<file path="config.mk">
export PLATFORM = sky130hd
export DESIGN_NAME = usb_out_bufctl
export DESIGN_NICKNAME = d
export VERILOG_FILES = /design/src/rtl/usb_out_bufctl.sv
export SDC_FILE = /design/constraint.sdc
export NUM_CORES = 1
export LEC_CHECK = 0
export BUFFER_PORTS_ARGS = -buffer_cell sky130_fd_sc_hd__buf_2
export CORE_MARGIN = 2
export CORE_UTILIZATION = 40
export DETAILED_ROUTE_END_ITERATION = 10
export PLACE_DENSITY = 0.85
export SETUP_SLACK_MARGIN = 0.02
export SLEW_MARGIN = 20
export SYNTH_ARGS = -nofsm -noshare
export SYNTH_HDL_FRONTEND = slang
export SYNTH_SLANG_ARGS = --single-unit
</file>
<file path="constraint.sdc">
create_clock -name clk -period 3.36 [get_ports clk]
set_clock_uncertainty 0.1 [all_clocks]
set_input_delay 0.336 -clock clk [delete_from_list [all_inputs] [get_ports clk]]
set_output_delay 0.336 -clock clk [all_outputs]
set_load 0.01 [all_outputs]
</file>
<file path="src/rtl/usb_out_bufctl.sv">
module usb_out_bufctl #(
  parameter int LEN_W = 11
) (
  input  logic             clk,
  input  logic             rst_n,
  input  logic             dbl_mode,
  input  logic             iso_mode,
  input  logic             auto_rel,
  input  logic [LEN_W-1:0] max_pkt,
  input  logic             tok_start,
  input  logic             rx_done,
  input  logic [LEN_W-1:0] rx_len,
  input  logic             stuff_err,
  input  logic             crc_err,
  input  logic             rd_last,
  input  logic             sw_release,
  input  logic             sw_flush,
  input  logic             clr_ovr,
  input  logic             clr_stall,
  input  logic             clr_derr,
  output logic [1:0]       occ_sts,
  output logic             wr_buf,
  output logic             rd_buf,
  output logic             ovr_flag,
  output logic             stall_flag,
  output logic             derr_flag,
  output logic             rx_en,
  output logic             hs_stall,
  output logic             hs_nak
);

  logic [1:0] cnt;
  logic       free, len_ok, accept, rel_req, release_ok;
  logic       ovr_set, stall_set, derr_set;

  assign free       = dbl_mode ? (cnt != 2'd2) : (cnt == 2'd0);
  assign rx_en      = free && !stall_flag;
  assign len_ok     = rx_len <= max_pkt;
  assign accept     = rx_done && rx_en && len_ok && !stuff_err && !crc_err;
  assign rel_req    = auto_rel ? rd_last : sw_release;
  assign release_ok = rel_req && (cnt != 2'd0);

  assign ovr_set    = iso_mode && tok_start && (cnt != 2'd0) && !rx_en;
  assign stall_set  = rx_done && !len_ok;
  assign derr_set   = iso_mode && rx_done && (stuff_err || crc_err);

  assign hs_stall   = !iso_mode && stall_flag;
  assign hs_nak     = !iso_mode && !stall_flag && !free;

  always_comb begin
    if (cnt == 2'd0)   occ_sts = 2'b00;
    else if (dbl_mode) occ_sts = (cnt == 2'd2) ? 2'b11 : 2'b10;
    else               occ_sts = 2'b11;
  end

  always_ff @(posedge clk) begin
    if (!rst_n) begin
      cnt    <= 2'd0;
      wr_buf <= 1'b0;
      rd_buf <= 1'b0;
    end else if (sw_flush) begin
      cnt    <= 2'd0;
      wr_buf <= 1'b0;
      rd_buf <= 1'b0;
    end else begin
      cnt <= 2'(cnt + {1'b0, accept} - {1'b0, release_ok});
      if (dbl_mode && accept)     wr_buf <= !wr_buf;
      if (dbl_mode && release_ok) rd_buf <= !rd_buf;
    end
  end

  always_ff @(posedge clk) begin
    if (!rst_n) begin
      ovr_flag   <= 1'b0;
      stall_flag <= 1'b0;
      derr_flag  <= 1'b0;
    end else begin
      ovr_flag   <= ovr_set   || (ovr_flag   && !clr_ovr);
      stall_flag <= stall_set || (stall_flag && !clr_stall);
      derr_flag  <= derr_set  || (derr_flag  && !clr_derr);
    end
  end

  a_r1_no_code01: assert property (@(posedge clk) disable iff (!rst_n)
    occ_sts != 2'b01);
  a_r1_single_no10: assert property (@(posedge clk) disable iff (!rst_n)
    !dbl_mode |-> occ_sts != 2'b10);
  a_r2_quiet_hold: assert property (@(posedge clk) disable iff (!rst_n)
    (!rx_done && !rd_last && !sw_release && !sw_flush) |=>
      (occ_sts == $past(occ_sts) || dbl_mode != $past(dbl_mode)));
  a_r5_stall_blocks: assert property (@(posedge clk) disable iff (!rst_n)
    stall_flag |-> !rx_en);
  a_r8_ovr_sticky: assert property (@(posedge clk) disable iff (!rst_n)
    (ovr_flag && !clr_ovr) |=> ovr_flag);
  a_r8_stall_sticky: assert property (@(posedge clk) disable iff (!rst_n)
    (stall_flag && !clr_stall) |=> stall_flag);
  a_r8_derr_sticky: assert property (@(posedge clk) disable iff (!rst_n)
    (derr_flag && !clr_derr) |=> derr_flag);
  a_r9_flush_empty: assert property (@(posedge clk) disable iff (!rst_n)
    sw_flush |=> (occ_sts == 2'b00 && !wr_buf && !rd_buf));
  a_r11_hs_excl: assert property (@(posedge clk) disable iff (!rst_n)
    !(hs_stall && hs_nak));

endmodule

</file>
== After elaboration in Yosys (flattened, before gate mapping) ==
Cells that the tools add are included.

* Flip-flop bits (word level): 7
* Bits of input ports: 37
* Output and inout bits: 10

* Add/subtract/negate cells: 2
* $lt $le $gt $ge: 1
* Equality and inequality tests: 2
* Muxes and demuxes: 5
* Bitwise operators: 1
* Reduce and logical (&&, ||, !) cells: 39

{| class="wikitable"
|+ Operators with widths
! operator !! count
|-
| $logic_and 1x1->1 || 20
|-
| $logic_not 1->1 || 12
|-
| $le 11x11->1 || 1
|-
| $logic_or 1x1->1 || 4
|-
| $mux 1 || 4
|-
| $add 2x1->2 || 1
|-
| $eq 2x2->1 const B || 1
|-
| $logic_not 2->1 || 1
|-
| $mux 2 || 1
|-
| $ne 2x2->1 const B || 1
|-
| $reduce_bool 2->1 || 1
|-
| $reduce_or 2->1 || 1
|-
| $sub 2x1->2 || 1
|-
| $not 1->1 || 1
|}

== Depth between registers and ports, before layout ==
Gate-level depths: netlist of run 1.

* Word-level depth: 9
* Gate-level depth with buffers: 13
* Gate-level depth less buffers: 13

== Worst setup path before layout of run 1 ==
No wires, ideal clock.

* Path kind: input to register
* Start: input port max_pkt[6]
* End: register cnt[1]
* Library setup time: 0.116 ns
* Data arrival time: 2.304 ns
* Data required time: 3.144 ns
* Setup slack: 0.840 ns
* Stages on the path: 13
* Cell sequence: inv_1 > ha_1 > a21oi_2 > o21ai_1 > a2111oi_2 > or2_1 > nand2_1 > ha_1 > inv_1 > ha_1 > xor2_1 > xnor2_1 > nor2_1

* Word-level cells in the longest chain between the ends: 6

{| class="wikitable"
|+ RTL lines
! item !! RTL line !! text
|-
| start: declaration || 9 || <nowiki>input logic [LEN_W-1:0] max_pkt,</nowiki>
|-
| $le 11x11->1 || 38 || <nowiki>assign len_ok = rx_len <= max_pkt;</nowiki>
|-
| $logic_and 1x1->1 (3 in series) || 39 || <nowiki>assign accept = rx_done && rx_en && len_ok && !stuff_err && !crc_err;</nowiki>
|-
| $add 2x1->2 || 66 || <nowiki>cnt <= 2'(cnt + {1'b0, accept} - {1'b0, release_ok});</nowiki>
|-
| $sub 2x1->2 || 66 ||
|-
| end signal: assignment || 66 ||
|-
| end: declaration || 32 || <nowiki>logic [1:0] cnt;</nowiki>
|}

Every way passes these cells.
A chain may end at the register's enable or synchronous reset.

== Worst setup path after layout of run 1 ==
Same ends and word-level chain as after synthesis.

==> metrics, run 1 <==
status=finished, final reports clean; Synth Warn #=0; Rows=14; # diodes=0; cell with the largest stage delay on the worst path=a2111oi_2; critical path type=input pin to register; core area=1560 um2; WP data required=3390 ps; Avg Cell Area, Syn=8.08 um2; slew of the pin with the lowest slew margin=374 ps; NumNets Final=186; met3 wire length=118 um; FF+latch count, synth=7; Tightest Hold Check Type=input pin to register; crit-path cells=buf_2, inv_1, ha_1, a21oi_2, o21ai_1, a2111oi_2, or2_1, nand2_1, ha_1, inv_1, ha_1, xor2_1, xnor2_1, nor2_1; Critical path buffers and inverters=3; r2r startpoint=cnt[1]; cts hold-fix bufs=0; Clock Sinks=7; global-route wire length before repair=2.57 mm; Post-DP HPWL=1.38 mm; Post-CTS Setup Bufs=0; f_max=402 MHz; RSZ-0062 raised after global routing=false; Num CTS Buffers=3; crit share post-route=0.740; Final setup viols=0; vias per cell=4.95; wire length per cell=10.2 um; # DRC=0; die area=2060 um2; GRT overflow=0; Clock Tree Buf Depth=2; CP startpoint kind=input pin; initial drt markers=5; via count=748; metal2 WL=754 um; Root Buffer=clkbuf_4; Port Buffers=46; HP Start=clr_derr; largest fanout on the critical path=3; RD Place Congestion=0.750; Max Slew Vio Count=0; Layout area overhead=40.3%; Leak=0.554 nW; initial antenna violation count=0; cell area after synthesis=687 um2; die width=45.4 um; Post-Layout Cell Count=151; Gate Count Post-Synth=85; share of cells above drive strength 1=0.422; Crit path max-delay family=adder cells; total track usage=0.169; dpl ws=608 ps; critical path arrival=2520 ps; CTS H-tree lvls=1; Final min period=2490 ps; vias in the first global route=702; relative slew slack=0.750; Cell Pwr Density=250 nW/um2; DR pass1 iterations=2; Critical Path Start=max_pkt[6]; Reg clk slew, reported paths=60 ps; Final Hold Viols=0; post-cts gate resize count=0; Clk Latency, worst-skew pair=250 ps; Post-Route WL=1.54 mm; largest net degree at the start of global routing=6; uppermost layer routed=met4; Setup Total Neg Slack=0 ps; remaining antenna violation count=0; IO Count=47; sequential fraction of the synthesis area=0.204; Max-Cap Viols=0; worst vdd ir=255 uV; Die Y=45.4 um; worst hold margin=259 ps; CP peak stage delay=440 ps; CP most frequent cell=ha_1; effective utilization at floorplan=0.441; worst setup margin=874 ps; syn_nets=135; Pwr Total=0.241 mW; met1 wire length=653 um; CP Capture Type=register; Unique masters post-synth=34; CTS tree=yes; placed insts=147
-- synthesized netlist by cell type --
cell        n  area (um2)
and2_1      1        6.26
o21a_1      1        7.51
inv_2       1        3.75
o2111ai_1   1        8.76
a21o_1      1        7.51
o21ai_1     1        5.00
o211ai_1    1        7.51
nor3b_1     2        15.0
nand3b_1    2        15.0
nand2_1     4        15.0
xnor2_1     1        8.76
or2_1       1        6.26
o21ai_0     1        5.00
inv_1      15        56.3
ha_1       13         163
a211oi_2    1        12.5
a21oi_1     2        10.0
nand4_1     2        12.5
o211ai_2    1        12.5
nor2_2      1        6.26
and3_1      1        6.26
a2111oi_2   1        15.0
xor2_1      2        17.5
o22ai_1     1        6.26
nand3_1     2        10.0
nor2_1      7        26.3
a21boi_0    1        7.51
nor2b_1     2        12.5
nand2b_1    2        12.5
a211oi_1    1        7.51
nor3_1      1        5.00
a21oi_2     3        26.3
mux2i_1     1        10.0
dfxtp_1     7         140
-- per-stage QoR --
| stage | util | instance area [um2] |
|---|---|---|
| 2_1_floorplan | - | 687 |
| 3_3_place_gp | 0.601 | 937 |
| 3_5_place_dp | 0.601 | 937 |
| 4_1_cts | 0.618 | 963 |
| 5_1_grt | 0.618 | 963 |
| 6_report | 0.618 | 963 |
-- state kept, by name (all words and copies together), names as in the netlist --
register / count
derr_flag: 1
wr_buf: 1
ovr_flag: 1
cnt: 2
rd_buf: 1
stall_flag: 1
-- cells in the final DEF (no fill, tap or decap), types with 2 or more instances in the layout --
master	netlist	final
clkbuf_4	0	3
dfxtp_1	7	7
nand3_1	2	2
nor2_1	7	7
nand3b_1	2	2
xor2_1	2	2
a21oi_1	2	2
ha_1	13	13
buf_2	0	46
nor2b_1	2	2
a21oi_2	3	3
nor3b_1	2	2
nand4_1	2	2
nand2_1	4	4
inv_1	15	15
nand2b_1	2	2
-- cell families (layout without fill, tap and decap cells) --
logic type / after synthesis / count (layout) / synth area share
AND/OR/NAND/NOR: 28 / 28 / 0.217
AO/OA/AOI/OAI: 17 / 17 / 0.202
buffers and inverters: 16 / 66 / 0.0874
adder cells (fa/ha/maj): 13 / 13 / 0.237
flip-flops: 7 / 7 / 0.204
XOR/XNOR: 3 / 3 / 0.0383
multiplexers: 1 / 1 / 0.0146
-- power by group --
group          internal [mW]  switching [mW]  total (mW)
Combinational         0.0397          0.0373      0.0770
Sequential            0.0852         0.00173      0.0870
Clock                 0.0454          0.0315      0.0768
-- cell type report --
| type | count | area [um2] |
|---|---|---|
| Fill cell | 149 | 596 |
| Tap cell | 16 | 20.0 |
| Multi-Input combinational cell | 62 | 487 |
| Sequential cell | 7 | 140 |
| Inverter | 16 | 60.1 |
| Timing Repair Buffer | 46 | 230 |
| Clock buffer | 4 | 26.3 |
-- tightest hold or removal path: stages --
cell and delay (ps):
buf_2 70, nand2b_1 80, a21boi_0 70
-- layer usage --
metal	vias up	GRT usage
met5	-	0
met4	0	0.0882
met3	2	0.0278
met2	29	0.304
met1	323	0.187
li1	394	-
-- worst paths after layout --
| path | end | slack [ps] | depth (start not counted) |
|---|---|---|---|
| worst max-delay path | cnt[1] | 870 | 14 |
| worst min register to register | derr_flag | 380 | 2 |
| worst min-delay path | derr_flag | 260 | 3 |
| worst max register to register | cnt[1] | 1240 | 11 |
No activity file was read; power rests on OpenSTA's default activity.
==> run 2, diff against run 1 <==
--- a/config.mk
+++ b/config.mk
@@ -7,9 +7,9 @@
 export LEC_CHECK = 0
 export BUFFER_PORTS_ARGS = -buffer_cell sky130_fd_sc_hd__buf_2
 export CORE_MARGIN = 2
-export CORE_UTILIZATION = 40
+export CORE_UTILIZATION = 36
 export DETAILED_ROUTE_END_ITERATION = 10
-export PLACE_DENSITY = 0.85
+export PLACE_DENSITY = 0.81
 export SETUP_SLACK_MARGIN = 0.02
 export SLEW_MARGIN = 20
 export SYNTH_ARGS = -nofsm -noshare
==> constraint.sdc (replaced) <==
create_clock -name clk -period 2.1 [get_ports clk]
set_clock_uncertainty 0.1 [all_clocks]
set_input_delay 0.21 -clock clk [delete_from_list [all_inputs] [get_ports clk]]
set_output_delay 0.21 -clock clk [all_outputs]
set_load 0.01 [all_outputs]
==> run 2 against run 1 <==
Against the previous run: the flow now finishes with violations (negative setup slack); critical path type unchanged; worst hold slack got worse by 130 ps; utilization up 11 points; sequential power increased by 60%; die area is 10% higher; sequential cell count did not move; clock power increased by 63%; setup slack got worse by 920 ps; sequential share of layout area decreased by 3.7 points; highest routed layer is now met3.
==> metrics, run 2 (synthesis gave the netlist of run 1 again) <==
WP data required=2140 ps (was 3390 ps); via count=791 (was 748); Leak=0.616 nW (was 0.554 nW); effective utilization at floorplan=0.389 (was 0.441); cell with the largest stage delay on the worst path=ha_4 (was a2111oi_2); largest fanout on the critical path=3 (unchanged); most flop-heavy register=cnt (unchanged); Max-Cap Viols=0 (unchanged); critical path type=input pin to register (unchanged); slew of the pin with the lowest slew margin=258 ps (was 374 ps); crit share post-route=1.02; Num CTS Buffers=3 (unchanged); CP peak stage delay=260 ps (was 440 ps); IO Count=47 (unchanged); commonest non-fill, non-tap cells in the layout=buf_2 (36), ha_4 (11), buf_6 (9), buf_4 (9) (was buf_2 (46), inv_1 (15), ha_1 (13)); Clock Sinks=7 (unchanged); Fill cells=133 (was 149); CTS tree=yes (unchanged); Final Hold Viols=0 (unchanged); CTS H-tree lvls=1 (unchanged); Post-Layout Cell Count=168 (was 151); CP startpoint kind=input pin (unchanged); crit-path cells=buf_4, inv_6, ha_4, nand4_1, buf_4, nor3_4, or2_1, nand2_2, ha_4, inv_2, ha_4, xor2_2, xnor2_1, nor2_1 (was buf_2, inv_1, ha_1, a21oi_2, o21ai_1, a2111oi_2, or2_1, nand2_1, ha_1, inv_1, ha_1, xor2_1, xnor2_1, nor2_1); Final min period=2140 ps; NumNets Final=194 (was 186); share of cells above drive strength 1=0.650 (was 0.422); remaining antenna violation count=0 (unchanged); DR pass1 iterations=6 (was 2); vias in the first global route=752 (was 702); worst vdd ir=225 uV (was 255 uV); area of the multi-input gates=669 um2 (was 487 um2); core area=1760 um2 (was 1560 um2); failing checks=negative setup slack; vias per cell=4.71 (was 4.95); Tightest Hold Check Type=input pin to register (unchanged); Layout area overhead=88.0% (was 40.3%); RD Place Congestion=0.707 (was 0.750); Cell Pwr Density=359 nW/um2 (was 250 nW/um2); critical path arrival=2180 ps (was 2520 ps); status=finished, violations left (was finished, final reports clean); Final setup viols=1 (was 0); initial antenna violation count=0 (unchanged); # DRC=0 (unchanged); largest net degree at the start of global routing=6 (unchanged); placed insts=161 (was 147); commonest non-fill, non-tap cell in the layout=buf_2 (unchanged); worst setup margin=-41.2 ps (was 874 ps); Clock Tree Buf Depth=2 (unchanged); CP most frequent cell=ha_4 (was ha_1); CP Capture Type=register (unchanged); Post-Route WL=1.94 mm (was 1.54 mm); Die Y=47.7 um (was 45.4 um); initial drt markers=9 (was 5); Root Buffer=clkbuf_4 (unchanged); Clk Latency, worst-skew pair=250 ps (about the same); number of flip-flops in the largest register=2 (unchanged); f_max=467 MHz; global-route wire length before repair=2.76 mm (was 2.57 mm); worst hold margin=126 ps (was 259 ps); Register Area=140 um2 (unchanged); Rows=15 (was 14); GRT overflow=0 (unchanged); # diodes=0 (unchanged); relative slew slack=0.827 (was 0.750); die area=2270 um2 (was 2060 um2); wire length per cell=11.6 um (was 10.2 um); total track usage=0.166 (was 0.169); die width=47.7 um (was 45.4 um); Post-DP HPWL=1.59 mm (was 1.38 mm); Port Buffers=46 (unchanged); Max Slew Vio Count=0 (unchanged); Reg clk slew, reported paths=60 ps (about the same); RSZ-0062 raised after global routing=true (was false)
-- run 2: final cells by class --
class / instances / share of cell area
Timing Repair Buffer: 54 / 0.270
Multi-Input combinational cell: 62 / 0.518
Clock buffer: 4 / 0.0203
Tap cell: 25 / 0.0242
Sequential cell: 7 / 0.109
Inverter: 16 / 0.0581
-- run 2: power breakdown --
group	leakage (nW)	internal, mW	total, mW	switching, mW
combinational	0.544	0.112	0.199	0.0871
clock	0.0150	0.0727	0.125	0.0526
sequential	0.0567	0.136	0.139	0.00288
-- run 2: per-stage QoR --
step           setup TNS [ps]  utilization  setup WS [ps]  area (um2)  total power [mW]
5_1_grt                  -169        0.732           -169        1290             0.494
6_report                -41.2        0.732          -41.2        1290             0.463
2_1_floorplan            -153            -           -153         833             0.236
4_1_cts                 -50.5        0.710          -50.5        1250             0.459
3_3_place_gp             -438        0.642           -314        1130             0.306
3_5_place_dp             -599        0.642           -422        1130             0.313
-- run 2: critical path, delay by kind of cell --
family	cells	cell delay [ps]
simple gates	5	640
xor+xnor	2	310
buf+inv	4	370
fa+ha+maj	3	660
-- run 2: metal layers --
layer / global-route usage / vias to the layer above / wire, um
li1: - / 415 / -
met3: 0.0377 / 0 / 141
met1: 0.178 / 349 / 761
met4: 0.0162 / 0 / 0
met5: 0 / - / 0
met2: 0.333 / 27 / 1040
-- run 2: path summary, 6_finish.rpt --
check	start	end	slack, ps	cells past startpoint
worst max-delay path	max_pkt[9]	cnt[1]	-40	14
worst min register to register	derr_flag	derr_flag	380	2
worst max register to register	cnt[1]	cnt[1]	10	11
worst min-delay path	clr_derr	derr_flag	130	3
-- run 2: timing repair --
item / in CTS / in global routing
hold buffers: 0 / 0
gates resized for setup: 14 / 7
setup buffers: 2 / 1
setup endpoints to repair: 1 / 2
pin swaps: 19 / 5
==> run 3, diff against run 2 <==
--- a/config.mk
+++ b/config.mk
@@ -6,10 +6,12 @@
 export NUM_CORES = 1
 export LEC_CHECK = 0
 export BUFFER_PORTS_ARGS = -buffer_cell sky130_fd_sc_hd__buf_2
+export CELL_PAD_IN_SITES_DETAIL_PLACEMENT = 1
+export CELL_PAD_IN_SITES_GLOBAL_PLACEMENT = 1
 export CORE_MARGIN = 2
-export CORE_UTILIZATION = 36
+export CORE_UTILIZATION = 24
 export DETAILED_ROUTE_END_ITERATION = 10
-export PLACE_DENSITY = 0.81
+export PLACE_DENSITY_LB_ADDON = 0.1
 export SETUP_SLACK_MARGIN = 0.02
 export SLEW_MARGIN = 20
 export SYNTH_ARGS = -nofsm -noshare
==> run 3 against run 2 <==
Against the previous run: first-iteration DRC count shrank 22%; maximum frequency shrank 0.16%; combinational power is essentially flat; register-to-register slack gained 20 ps; sequential cell count is the same; sequential power is essentially flat; clock power is essentially flat; total power grew 0.88%; critical endpoint unchanged; cell area grew 0.29%; the run still ends with negative setup slack left; die area grew 45%.
==> metrics, run 3 (synthesis gave the netlist of run 1 again) <==
Fill cells=349 (was 133); most flop-heavy register=cnt (unchanged); R2R cell count=11 (unchanged); largest net degree at the start of global routing=6 (unchanged); Clk Latency, worst-skew pair=250 ps (about the same); worst hold margin=132 ps (was 126 ps); worst setup margin=-44.7 ps (was -41.2 ps); share of cells above drive strength 1=0.625 (was 0.650); # DRC=0 (unchanged); Leak=0.611 nW (was 0.616 nW); Setup Total Neg Slack=-44.7 ps (was -41.2 ps); vias in the first global route=863 (was 752); remaining antenna violation count=0 (unchanged); WP data required=2140 ps (about the same); RSZ-0062 raised after global routing=true (unchanged); number of flip-flops in the largest register=2 (unchanged); vias per cell=4.54 (was 4.71); critical path arrival=2190 ps (was 2180 ps); failing checks=negative setup slack (unchanged); commonest non-fill, non-tap cells in the layout=buf_2 (34), buf_6 (11), ha_4 (10), buf_4 (10) (was buf_2 (36), ha_4 (11), buf_6 (9), buf_4 (9)); DR pass1 iterations=4 (was 6); effective utilization at floorplan=0.251 (was 0.389); global-route wire length before repair=3.38 mm (was 2.76 mm); Layout area overhead=88.5% (was 88.0%); critical path type=input pin to register (unchanged); wire length per cell=11.4 um (was 11.6 um); fin area=1290 um2 (about the same); relative slew slack=0.831 (was 0.827); r2r startpoint=cnt[1] (unchanged); Final setup viols=1 (unchanged); status=finished, violations left (unchanged); cts hold-fix bufs=0 (unchanged); via count=794 (was 791); worst reg2reg setup slack=30 ps (was 10 ps); Port Buffers=46 (unchanged); hold depth=2 (was 3); Clock Sinks=7 (unchanged); Num CTS Buffers=3 (unchanged); die width=57.5 um (was 47.7 um); Final min period=2140 ps (about the same); Max-Cap Viols=0 (unchanged); CP startpoint kind=input pin (unchanged); Post-DP HPWL=1.74 mm (was 1.59 mm); Final Hold Viols=0 (unchanged); initial drt markers=7 (was 9); GRT overflow=0 (unchanged); Clock Tree Buf Depth=2 (unchanged); NumNets Final=195 (was 194); slew of the pin with the lowest slew margin=254 ps (was 258 ps); placed inst area=1140 um2 (was 1130 um2); f_max=466 MHz (was 467 MHz); Tightest Hold Check Type=input pin to register (unchanged); Pwr Total=0.467 mW (was 0.463 mW); CTS H-tree lvls=1 (unchanged); RD Place Congestion=0.625 (was 0.707); worst vdd ir=209 uV (was 225 uV); Reg-to-Reg End=cnt[1] (unchanged); initial antenna violation count=0 (unchanged); crit share post-route=1.02 (about the same); IO Count=47 (unchanged); largest fanout on the critical path=3 (unchanged); Post-Route WL=2.00 mm (was 1.94 mm); Die Y=57.5 um (was 47.7 um); commonest non-fill, non-tap cell in the layout=buf_2 (unchanged); Cell Pwr Density=361 nW/um2 (was 359 nW/um2); CP Capture Type=register (unchanged); HP Start=rst_n (was clr_derr); Reg clk slew, reported paths=60 ps (about the same); CTS tree=yes (unchanged); core area=2730 um2 (was 1760 um2); Rows=19 (was 15); Hold Path End=stall_flag (was derr_flag); die area=3310 um2 (was 2270 um2); total track usage=0.133 (was 0.166); fin util=0.474 (was 0.732); # diodes=0 (unchanged); Root Buffer=clkbuf_4 (unchanged); Max Slew Vio Count=0 (unchanged)
==> run 3: changes by cell type in the layout (fill, tap and decap cells not counted), sizes merged <==
cell	change
buf	+1
==> run 3: report_power, final <==
part           internal [mW]  switching (mW)
Clock                 0.0729          0.0550
Combinational          0.116          0.0849
Sequential             0.136         0.00285
==> run 3: cell type report <==
cell class | instances | area, um2 | share of cell area
Sequential cell | 7 | 140 | 0.108
Inverter | 16 | 80.1 | 0.0618
Timing Repair Buffer | 55 | 369 | 0.285
Clock buffer | 4 | 26.3 | 0.0203
Multi-Input combinational cell | 62 | 641 | 0.495
Tap cell | 31 | 38.8 | 0.0300
==> run 3: how the worst max path moves through the flow <==
stage	startpoint	end	slack, ps	cells after the start
final	rx_len[2]	cnt[1]	-40	13
after global routing	rx_len[5]	cnt[1]	-150	13
after CTS	max_pkt[6]	cnt[1]	-30	14
after detailed placement	max_pkt[9]	cnt[1]	-430	14
after global placement	max_pkt[9]	cnt[1]	-340	14
after floorplan	rx_len[9]	cnt[1]	-150	12
==> run 3: metrics by stage <==
| stage | setup slack (ps) | instances |
|---|---|---|
| after floorplan | -153 | 85 |
| after global placement | -340 | 167 |
| after detailed placement | -428 | 167 |
| after CTS | -29.1 | 174 |
| after global routing | -153 | 175 |
| final | -44.7 | 175 |
==> run 3: worst max-delay path, cell delays in order <==
cell	delay, ps
buf_2	110
ha_4	240
a21oi_2	140
a211oi_2	100
a2111oi_4	330
or2_1	170
nand2_1	60
ha_1	280
inv_2	40
ha_4	150
xor2_2	140
xnor2_1	160
nor2_1	50
==> run 3: routing by layer <==
metal  track usage  share of wire  vias to the layer above
li1              -              -                      407
met1         0.143           0.40                      353
met2         0.245           0.51                       32
met3        0.0408          0.080                        2
met4        0.0399         0.0090                        0
met5             0              0                        -
==> run 3: what timing repair did <==
| item | CTS | global route |
|---|---|---|
| gates resized for setup | 19 | 0 |
| pin swaps | 21 | 3 |
| endpoints found under the setup margin | 1 | 1 |
| setup buffers | 3 | 1 |
